$ cat config.mk
export PLATFORM = sky130hd
export DESIGN_NAME = grav_force_pipe
export DESIGN_NICKNAME = d
export VERILOG_FILES = /design/src/rtl/gf_pkg.sv /design/src/rtl/gf_dist_lane.sv /design/src/rtl/gf_mass_path.sv /design/src/rtl/gf_div_stage.sv /design/src/rtl/grav_force_pipe.sv
export SDC_FILE = /design/constraint.sdc
export NUM_CORES = 2
export LEC_CHECK = 0
export BUFFER_PORTS_ARGS = -buffer_cell sky130_fd_sc_hd__buf_2
export CAP_MARGIN = 15
export CORE_MARGIN = 2
export CORE_UTILIZATION = 45
export CTS_CLUSTER_SIZE = 28
export DETAILED_ROUTE_END_ITERATION = 7
export PLACE_DENSITY = 0.61
export REMOVE_ABC_BUFFERS = 1
export SLEW_MARGIN = 10
export SYNTH_ARGS = -nofsm -noshare
export SYNTH_HDL_FRONTEND = slang
export SYNTH_SLANG_ARGS = --single-unit
$ cat constraint.sdc
create_clock -name clk -period 4.6 [get_ports clk]
set_input_delay 1.38 -clock clk [delete_from_list [all_inputs] [get_ports clk]]
set_output_delay 1.38 -clock clk [all_outputs]
set_load 0.005 [all_outputs]
$ cat src/rtl/gf_pkg.sv
package gf_pkg;
  // Stages in front of the divider: magnitude, square, sum
  localparam int unsigned PRE_DIV_STAGES  = 3;
  // Stages after the divider: zero-denominator substitution
  localparam int unsigned POST_DIV_STAGES = 1;

  // Width of a sum of two squared CW-bit magnitudes
  function automatic int unsigned sum_width(input int unsigned cw);
    return 2 * cw + 1;
  endfunction

  // Width of gain times two masses
  function automatic int unsigned num_width(input int unsigned mw, input int unsigned gw);
    return 2 * mw + gw;
  endfunction
endpackage

$ cat src/rtl/gf_dist_lane.sv
module gf_dist_lane #(
  parameter int unsigned CW = 8
) (
  input  logic                 clk,
  input  logic                 rst_n,
  input  logic signed [CW-1:0] pa,
  input  logic signed [CW-1:0] pb,
  output logic [2*CW-1:0]      sq
);
  logic signed [CW:0] diff;
  logic [CW-1:0]      mag_q;

  // Difference needs one extra bit to cover the full signed span
  always_comb diff = {pa[CW-1], pa} - {pb[CW-1], pb};

  always_ff @(posedge clk or negedge rst_n) begin
    if (!rst_n) begin
      mag_q <= '0;
      sq    <= '0;
    end else begin
      mag_q <= diff[CW] ? CW'(-diff) : diff[CW-1:0];
      sq    <= {{CW{1'b0}}, mag_q} * {{CW{1'b0}}, mag_q};
    end
  end
endmodule

$ cat src/rtl/gf_mass_path.sv
module gf_mass_path #(
  parameter int unsigned MW    = 8,
  parameter int unsigned GW    = 8,
  parameter int unsigned G_VAL = 13,
  parameter int unsigned NW    = 2 * MW + GW
) (
  input  logic          clk,
  input  logic          rst_n,
  input  logic [MW-1:0] m1,
  input  logic [MW-1:0] m2,
  output logic [NW-1:0] num
);
  localparam logic [NW-1:0] GAIN = NW'(G_VAL);

  logic [2*MW-1:0] prod_q;
  logic [NW-1:0]   scaled_q;

  // Depth matches the distance branch: product, scale, align
  always_ff @(posedge clk or negedge rst_n) begin
    if (!rst_n) begin
      prod_q   <= '0;
      scaled_q <= '0;
      num      <= '0;
    end else begin
      prod_q   <= {{MW{1'b0}}, m1} * {{MW{1'b0}}, m2};
      scaled_q <= {{GW{1'b0}}, prod_q} * GAIN;
      num      <= scaled_q;
    end
  end
endmodule

$ cat src/rtl/gf_div_stage.sv
module gf_div_stage #(
  parameter int unsigned NW = 24,
  parameter int unsigned DW = 17
) (
  input  logic          clk,
  input  logic          rst_n,
  input  logic          vld_i,
  input  logic          zf_i,
  input  logic [DW-1:0] rem_i,
  input  logic [NW-1:0] num_i,
  input  logic [NW-1:0] quo_i,
  input  logic [DW-1:0] den_i,
  output logic          vld_o,
  output logic          zf_o,
  output logic [DW-1:0] rem_o,
  output logic [NW-1:0] num_o,
  output logic [NW-1:0] quo_o,
  output logic [DW-1:0] den_o
);
  logic [DW:0] trial;
  logic [DW:0] less;
  logic        take;

  // One restoring step: bring down the next dividend bit, try a subtract
  always_comb begin
    trial = {rem_i, num_i[NW-1]};
    take  = trial >= {1'b0, den_i};
    less  = trial - {1'b0, den_i};
  end

  always_ff @(posedge clk or negedge rst_n) begin
    if (!rst_n) begin
      vld_o <= 1'b0;
      zf_o  <= 1'b0;
      rem_o <= '0;
      num_o <= '0;
      quo_o <= '0;
      den_o <= '0;
    end else begin
      vld_o <= vld_i;
      zf_o  <= zf_i;
      rem_o <= take ? less[DW-1:0] : trial[DW-1:0];
      num_o <= {num_i[NW-2:0], 1'b0};
      quo_o <= {quo_i[NW-2:0], take};
      den_o <= den_i;
    end
  end
endmodule

$ cat src/rtl/grav_force_pipe.sv
module grav_force_pipe
  import gf_pkg::*;
#(
  parameter int unsigned CW    = 8,
  parameter int unsigned MW    = 8,
  parameter int unsigned GW    = 8,
  parameter int unsigned G_VAL = 13
) (
  input  logic                 clk,
  input  logic                 rst_n,
  input  logic                 in_valid,
  input  logic signed [CW-1:0] x1,
  input  logic signed [CW-1:0] x2,
  input  logic signed [CW-1:0] y1,
  input  logic signed [CW-1:0] y2,
  input  logic [MW-1:0]        m1,
  input  logic [MW-1:0]        m2,
  output logic                 out_valid,
  output logic [2*MW+GW-1:0]   force_q,
  output logic                 div_by_zero
);
  localparam int unsigned DW      = sum_width(CW);
  localparam int unsigned NW      = num_width(MW, GW);
  localparam int unsigned LATENCY = PRE_DIV_STAGES + NW + POST_DIV_STAGES;

  // Distance branch: two identical lanes, one per axis
  logic signed [CW-1:0] lane_a  [2];
  logic signed [CW-1:0] lane_b  [2];
  logic [2*CW-1:0]      lane_sq [2];

  assign lane_a[0] = x1;
  assign lane_b[0] = x2;
  assign lane_a[1] = y1;
  assign lane_b[1] = y2;

  for (genvar g = 0; g < 2; g++) begin : g_lane
    gf_dist_lane #(.CW(CW)) u_lane (
      .clk   (clk),
      .rst_n (rst_n),
      .pa    (lane_a[g]),
      .pb    (lane_b[g]),
      .sq    (lane_sq[g])
    );
  end

  // Mass branch, same depth as the distance branch
  logic [NW-1:0] num;

  gf_mass_path #(.MW(MW), .GW(GW), .G_VAL(G_VAL), .NW(NW)) u_mass (
    .clk   (clk),
    .rst_n (rst_n),
    .m1    (m1),
    .m2    (m2),
    .num   (num)
  );

  // Valid travels beside the front-end data
  logic [PRE_DIV_STAGES-1:0] v_q;
  logic [DW-1:0]             den_q;
  logic                      zf_q;

  always_ff @(posedge clk or negedge rst_n) begin
    if (!rst_n) begin
      v_q   <= '0;
      den_q <= '0;
      zf_q  <= 1'b0;
    end else begin
      v_q   <= {v_q[PRE_DIV_STAGES-2:0], in_valid};
      den_q <= {1'b0, lane_sq[0]} + {1'b0, lane_sq[1]};
      zf_q  <= (lane_sq[0] == '0) && (lane_sq[1] == '0);
    end
  end

  // Divider chain: stage k settles quotient bit NW-1-k
  logic          c_vld [NW+1];
  logic          c_zf  [NW+1];
  logic [DW-1:0] c_rem [NW+1];
  logic [NW-1:0] c_num [NW+1];
  logic [NW-1:0] c_quo [NW+1];
  logic [DW-1:0] c_den [NW+1];

  assign c_vld[0] = v_q[PRE_DIV_STAGES-1];
  assign c_zf[0]  = zf_q;
  assign c_rem[0] = '0;
  assign c_num[0] = num;
  assign c_quo[0] = '0;
  assign c_den[0] = den_q;

  for (genvar k = 0; k < NW; k++) begin : g_div
    gf_div_stage #(.NW(NW), .DW(DW)) u_stage (
      .clk   (clk),
      .rst_n (rst_n),
      .vld_i (c_vld[k]),
      .zf_i  (c_zf[k]),
      .rem_i (c_rem[k]),
      .num_i (c_num[k]),
      .quo_i (c_quo[k]),
      .den_i (c_den[k]),
      .vld_o (c_vld[k+1]),
      .zf_o  (c_zf[k+1]),
      .rem_o (c_rem[k+1]),
      .num_o (c_num[k+1]),
      .quo_o (c_quo[k+1]),
      .den_o (c_den[k+1])
    );
  end

  // Output stage: saturate on zero denominator, clear when idle
  always_ff @(posedge clk or negedge rst_n) begin
    if (!rst_n) begin
      out_valid   <= 1'b0;
      force_q     <= '0;
      div_by_zero <= 1'b0;
    end else begin
      out_valid   <= c_vld[NW];
      div_by_zero <= c_vld[NW] && c_zf[NW];
      if (!c_vld[NW])    force_q <= '0;
      else if (c_zf[NW]) force_q <= '1;
      else               force_q <= c_quo[NW];
    end
  end
endmodule

After elaboration in Yosys (flattened, before gate mapping)
Index checks and enable logic that the tools add are counted.
Widths: inputs -> output; s select.
{"block": "classes", "add_sub_neg": 28, "mul": 4, "magnitude_cmp": 24, "mux": 27, "reduce_logical": 4}
{"cell": "$ge 18x17->1", "n": 23}
{"cell": "$mux 17", "n": 23}
{"cell": "$sub 17x17->17", "n": 22}
{"cell": "$mul 8x8->16", "n": 3}
{"cell": "$mux 24", "n": 2}
{"cell": "$logic_not 16->1", "n": 2}
{"cell": "$mul 16x4->20 const B", "n": 1}
{"cell": "$sub 8x8->9", "n": 2}
{"cell": "$add 16x16->17", "n": 1}
{"cell": "$ge 1x17->1 const A", "n": 1}
{"cell": "$sub 1x17->17 const A", "n": 1}
{"cell": "$mux 8", "n": 2}
{"cell": "$neg 8->8", "n": 2}
{"cell": "$logic_and 1x1->1", "n": 2}
{"block": "word_totals", "regBits": 1551, "input_bits": 51, "elab_cells": 241}

Longest topological paths before layout
{"block": "depth", "word_depth": 3, "mapped_depth": 18}

Hierarchy
Synthesis repeated with hierarchy kept, for this count alone.
{"block": "hier_totals", "hier_cells": 6959, "hier_area_um2": 91131.2}
{"module": "gf_div_stage", "instances": 24, "cells_each": 237, "area_per_inst_um2": 3270.6, "seq_area_each_um2": 2077.0}
{"module": "gf_dist_lane", "instances": 2, "cells_each": 289, "area_per_inst_um2": 2693.8, "seq_area_each_um2": 575.6}
{"module": "gf_mass_path", "instances": 1, "cells_each": 502, "area_per_inst_um2": 5067.4, "seq_area_each_um2": 1401.3}
{"module": "grav_force_pipe", "instances": 1, "cells_each": 191, "area_per_inst_um2": 2180.8, "seq_area_each_um2": 1176.1}

Least setup slack after synthesis
Ideal clock, no wire load.
{"block": "synth_timing", "path_kind": "input-to-reg", "from": "input m1[1]", "to": "register u_mass.prod_q[13]", "setup_ns": 0.069, "arrival_ns": 5.052, "setup_slack_ns": -0.520, "cell_stages": 14, "n_path_buf": 0, "cell_sequence": "and2_1 > fa_1 > fa_1 > inv_1 > fa_1 > fa_1 > inv_1 > ha_1 > o21ai_0 > a21boi_0 > o21ai_0 > a21oi_1 > or4_1 > nand3_1"}
{"block": "synth_via", "elab_chain_len": 1}
{"item": "start, declared", "line_no": "grav_force_pipe.sv:16", "source": "input logic [MW-1:0] m1,"}
{"item": "$mul 8x8->16", "line_no": "gf_mass_path.sv:25", "source": "prod_q <= {{MW{1'b0}}, m1} * {{MW{1'b0}}, m2};"}
{"item": "end signal, assigned", "line_no": "gf_mass_path.sv:25"}
{"item": "end, declared", "line_no": "gf_mass_path.sv:15", "source": "logic [2*MW-1:0] prod_q;"}
Every way passes these cells.

Worst setup path in the final report
{"block": "layout_timing", "from": "input m2[3]", "to": "register u_mass.prod_q[13]"}
{"block": "layout_via", "elab_chain_len": 1}
{"item": "start, declared", "line_no": "grav_force_pipe.sv:17", "source": "input logic [MW-1:0] m2,"}
{"item": "$mul 8x8->16", "line_no": "gf_mass_path.sv:25"}
Every way passes these cells.

==> impl_metrics.tcl <==
set metrics [dict create \
    status "completed" \
    synth_area_um2 71700 \
    dp.cells 8454 \
    yosys_warnings 0 \
    synthCells 6283 \
    rr_endpoint "g_lane[1].u_lane.sq[15]" \
    vias_per_cell 5.13 \
    htreeDepth 4 \
    antenna_left 0 \
    place.gp.congestion 0.908 \
    cts_buffers 166 \
    crit_path_max_fanout 6 \
    p_int_mw 41.5 \
    crit_chain "clkbuf_4 > nand2_1 > fa_1 > fa_1 > inv_1 > fa_1 > inv_1 > fa_1 > inv_1 > ha_1 > a21boi_2 > o21ai_2 > a21oi_2 > or4_1 > nand3_1" \
    synth_area_leaders "dfrtp_1 (54%), ha_1 (9.7%), inv_1 (3.9%)" \
    core_um2 158000 \
    fillers 13830 \
    crit_top_cell "fa_1" \
    portBuffers 76 \
    hold_class "flip-flop to flip-flop" \
    insertion_delay_ps 790 \
    drtIter0Drc 2491 \
    maxCapViolCount 0 \
    rows 146 \
    cp_data_required_time_ps 5280 \
    layout.nets 7286 \
    grt_pass1_vias 46354 \
    synth_edf_count 0 \
    rsz0062_at_grt "true" \
    power_leakage_nw 40.8 \
    start_kind "input port" \
    num_vias 44974 \
    fin_cells 8764 \
    clockBufferDepth 3 \
    crit_slowest_cell "fa_1" \
    drc 0 \
    antenna_cells 0 \
    clk_pin_slew_ps 60 \
    drt-total-wl_um 137000 \
    power_density_nw_per_um2 833 \
    r2r-start "g_lane[1].u_lane.mag_q[1]" \
    crit_path_end_kind "flip-flop" \
    r2r_cells 14 \
    synth_top_area_share_pct 54.1 \
    final_hold_viol_count 0 \
    fin_crit_sh_pct 98.2 \
    antenna_found_initial 2 \
    ir_drop_uv 783 \
    ioPinCount 77 \
    min_period_ps 4520 \
    final_common_cell "dfrtp_1" \
    hold_depth 0 \
    slew_headroom_pct 26.3 \
    yosys.area.top_type "dfrtp_1" \
    skew_ps 41.4 \
    die_y_um 403 \
    clock_sinks 1549 \
    utilization_pct 51.5 \
    cts_tree "built" \
    tightest_slew_ps 1110 \
    root_buffer "clkbuf_16" \
    die-area_um2 162000 \
    ys.flop_type "dfrtp_1" \
    gr-total-overflow 0 \
    maxSlewViolCount 0 \
    hold_start "g_div[9].u_stage.num_o[11]" \
    grtUsageTotal_pct 17.4 \
    max_freq_mhz 221 \
    comb_power_share_pct 48.4 \
    timing.setup.critical_path_class "input port to flip-flop" \
    grt_max_degree 108 \
    wl_per_cell_um 15.7 \
    rrSetupSlack_ps 180 \
    critical_path.startpoint "m2[3]" \
    postCtsHoldBufs 0 \
    dp_hpwl_um 101000 \
    arrival_ps 5200 \
    ys_ff_latch 1549 \
    setup_viol 0 \
    switching_power_mw 26.4 \
    grt_pass1_wl_um 234000 \
    area_growth_pct 13.7 \
    swShare_pct 38.9 \
    initial_core_util_pct 45.3 \
    ys_seq_area_share_pct 54.1 \
    max_stage_delay_ps 550 \
    avgSynthCellArea_um2 11.4 \
    synthArstFlopShare_pct 100 \
    firstDrtPassIters 5 \
    min_to "g_div[10].u_stage.num_o[12]" \
    die_x_um 403 \
    p_clk_share_pct 20.9 \
    yosysUniqueCellTypes 84 \
    layout_common_cells "dfrtp_1 (1547), inv_1 (739), ha_1 (556)" \
    p_seq_share_pct 30.7 \
    drive_gt1_share_pct 10.2 \
]
==> power groups by stage <==
| stage | clock, mW | sequential [mW] | combinational [mW] |
|---|---|---|---|
| 2_1_floorplan | 0 | 19.9 | 25.7 |
| 3_3_place_gp | 0 | 21.0 | 31.7 |
| 3_5_place_dp | 0 | 21.1 | 32.4 |
| 4_1_cts | 14.6 | 20.9 | 32.7 |
| 5_1_grt | 15.2 | 21.4 | 37.3 |
| 6_report | 14.2 | 20.8 | 32.9 |
==> registers in the layout (all words and copies together) (netlist names) <==
name	flops
u_mass.scaled_q	20
out_valid	1
g_div.u_stage.num_o	270
force_q	24
div_by_zero	1
g_div.u_stage.vld_o	24
den_q	17
g_lane.u_lane.mag_q	16
v_q	3
u_mass.prod_q	16
u_mass.num	20
zf_q	1
g_lane.u_lane.sq	30
g_div.u_stage.rem_o	391
g_div.u_stage.den_o	391
g_div.u_stage.zf_o	24
g_div.u_stage.quo_o	300
==> critical path: cells and delay by family <==
family | cells | cell delay (ps)
buf+inv | 4 | 280
fa+ha+maj | 5 | 2380
simple gates | 3 | 690
compound gates | 3 | 460
==> metal layers <==
layer  share of wire [%]  wire, um  vias to the layer above  GRT usage, %
met1                  45     62000                    22195          22.8
met4                 2.6      3510                        0          5.22
met3                 3.2      4420                      249          2.61
met5                   0         0                        -             0
li1                    -         -                    21878             -
met2                  49     67600                      652          29.7
==> final cells by class <==
class	count	area [um^2]	area share (%)
Sequential cell	1549	38800	47.6
Clock buffer	226	4700	5.77
Multi-Input combinational cell	3903	29800	36.6
Timing Repair Buffer	196	1560	1.91
Tap cell	2072	2590	3.18
Inverter	739	2770	3.41
Clock inverter	79	1270	1.56
==> logic make-up (layout without fill, tap and decap cells) <==
logic type	count (synthesis)	in the layout	share of synthesized area, %
mux	191	191	2.97
flops	1549	1549	54.1
other cells	1	2	0.00523
compound gates	1334	1334	12.1
xor+xnor	340	340	4.16
simple gates	1356	1356	9.09
buf+inv	832	1240	4.40
fa+ha+maj	680	680	13.2
==> metrics by stage <==
| stage | cell area (um^2) | setup TNS, ps | worst slack, ps | power (mW) | hold slack [ps] |
|---|---|---|---|---|---|
| finish | 81500 | 0 | 84.1 | 67.8 | 311 |
| global route | 81500 | -56.8 | -37.0 | 73.8 | 315 |
| CTS | 81300 | -17.9 | -17.9 | 68.3 | 312 |
| detailed placement | 75400 | -6080 | -931 | 53.4 | 335 |
| global placement | 75400 | -6150 | -975 | 52.8 | 331 |
| floorplan | 71300 | -2310 | -520 | 45.6 | 331 |
==> synthesized netlist by cell type (all sizes together), types with 65 or more instances <==
master and n:
nor2 355, fa 123, nand2 397, o21ai 365
a21o 146, nor3 80, xor2 131, dfrtp 1549
nor2b 89, nand2b 65, o21a 118, inv 739
ha 557, a21oi 289, xnor2 209, mux2 153
clkbuf 80, and2 113
==> timing repair <==
| action | CTS | global route |
|---|---|---|
| gates resized for setup | 4 | 19 |
| hold endpoints to repair | 0 | 0 |
| pin swaps | 0 | 9 |
| setup endpoints to repair | 4 | 9 |
| buffers inserted | 0 | 1 |
==> how the worst max path moves through the flow <==
| stage | cells after the start | slack [ps] | to |
|---|---|---|---|
| detailed placement | 15 | -930 | u_mass.prod_q[13] |
| global route | 15 | -40 | u_mass.prod_q[13] |
| CTS | 15 | -20 | u_mass.prod_q[13] |
| floorplan | 14 | -520 | u_mass.prod_q[13] |
| global placement | 16 | -970 | u_mass.prod_q[15] |
| finish | 15 | 80 | u_mass.prod_q[13] |
No activity file was read; power rests on OpenSTA's default activity.
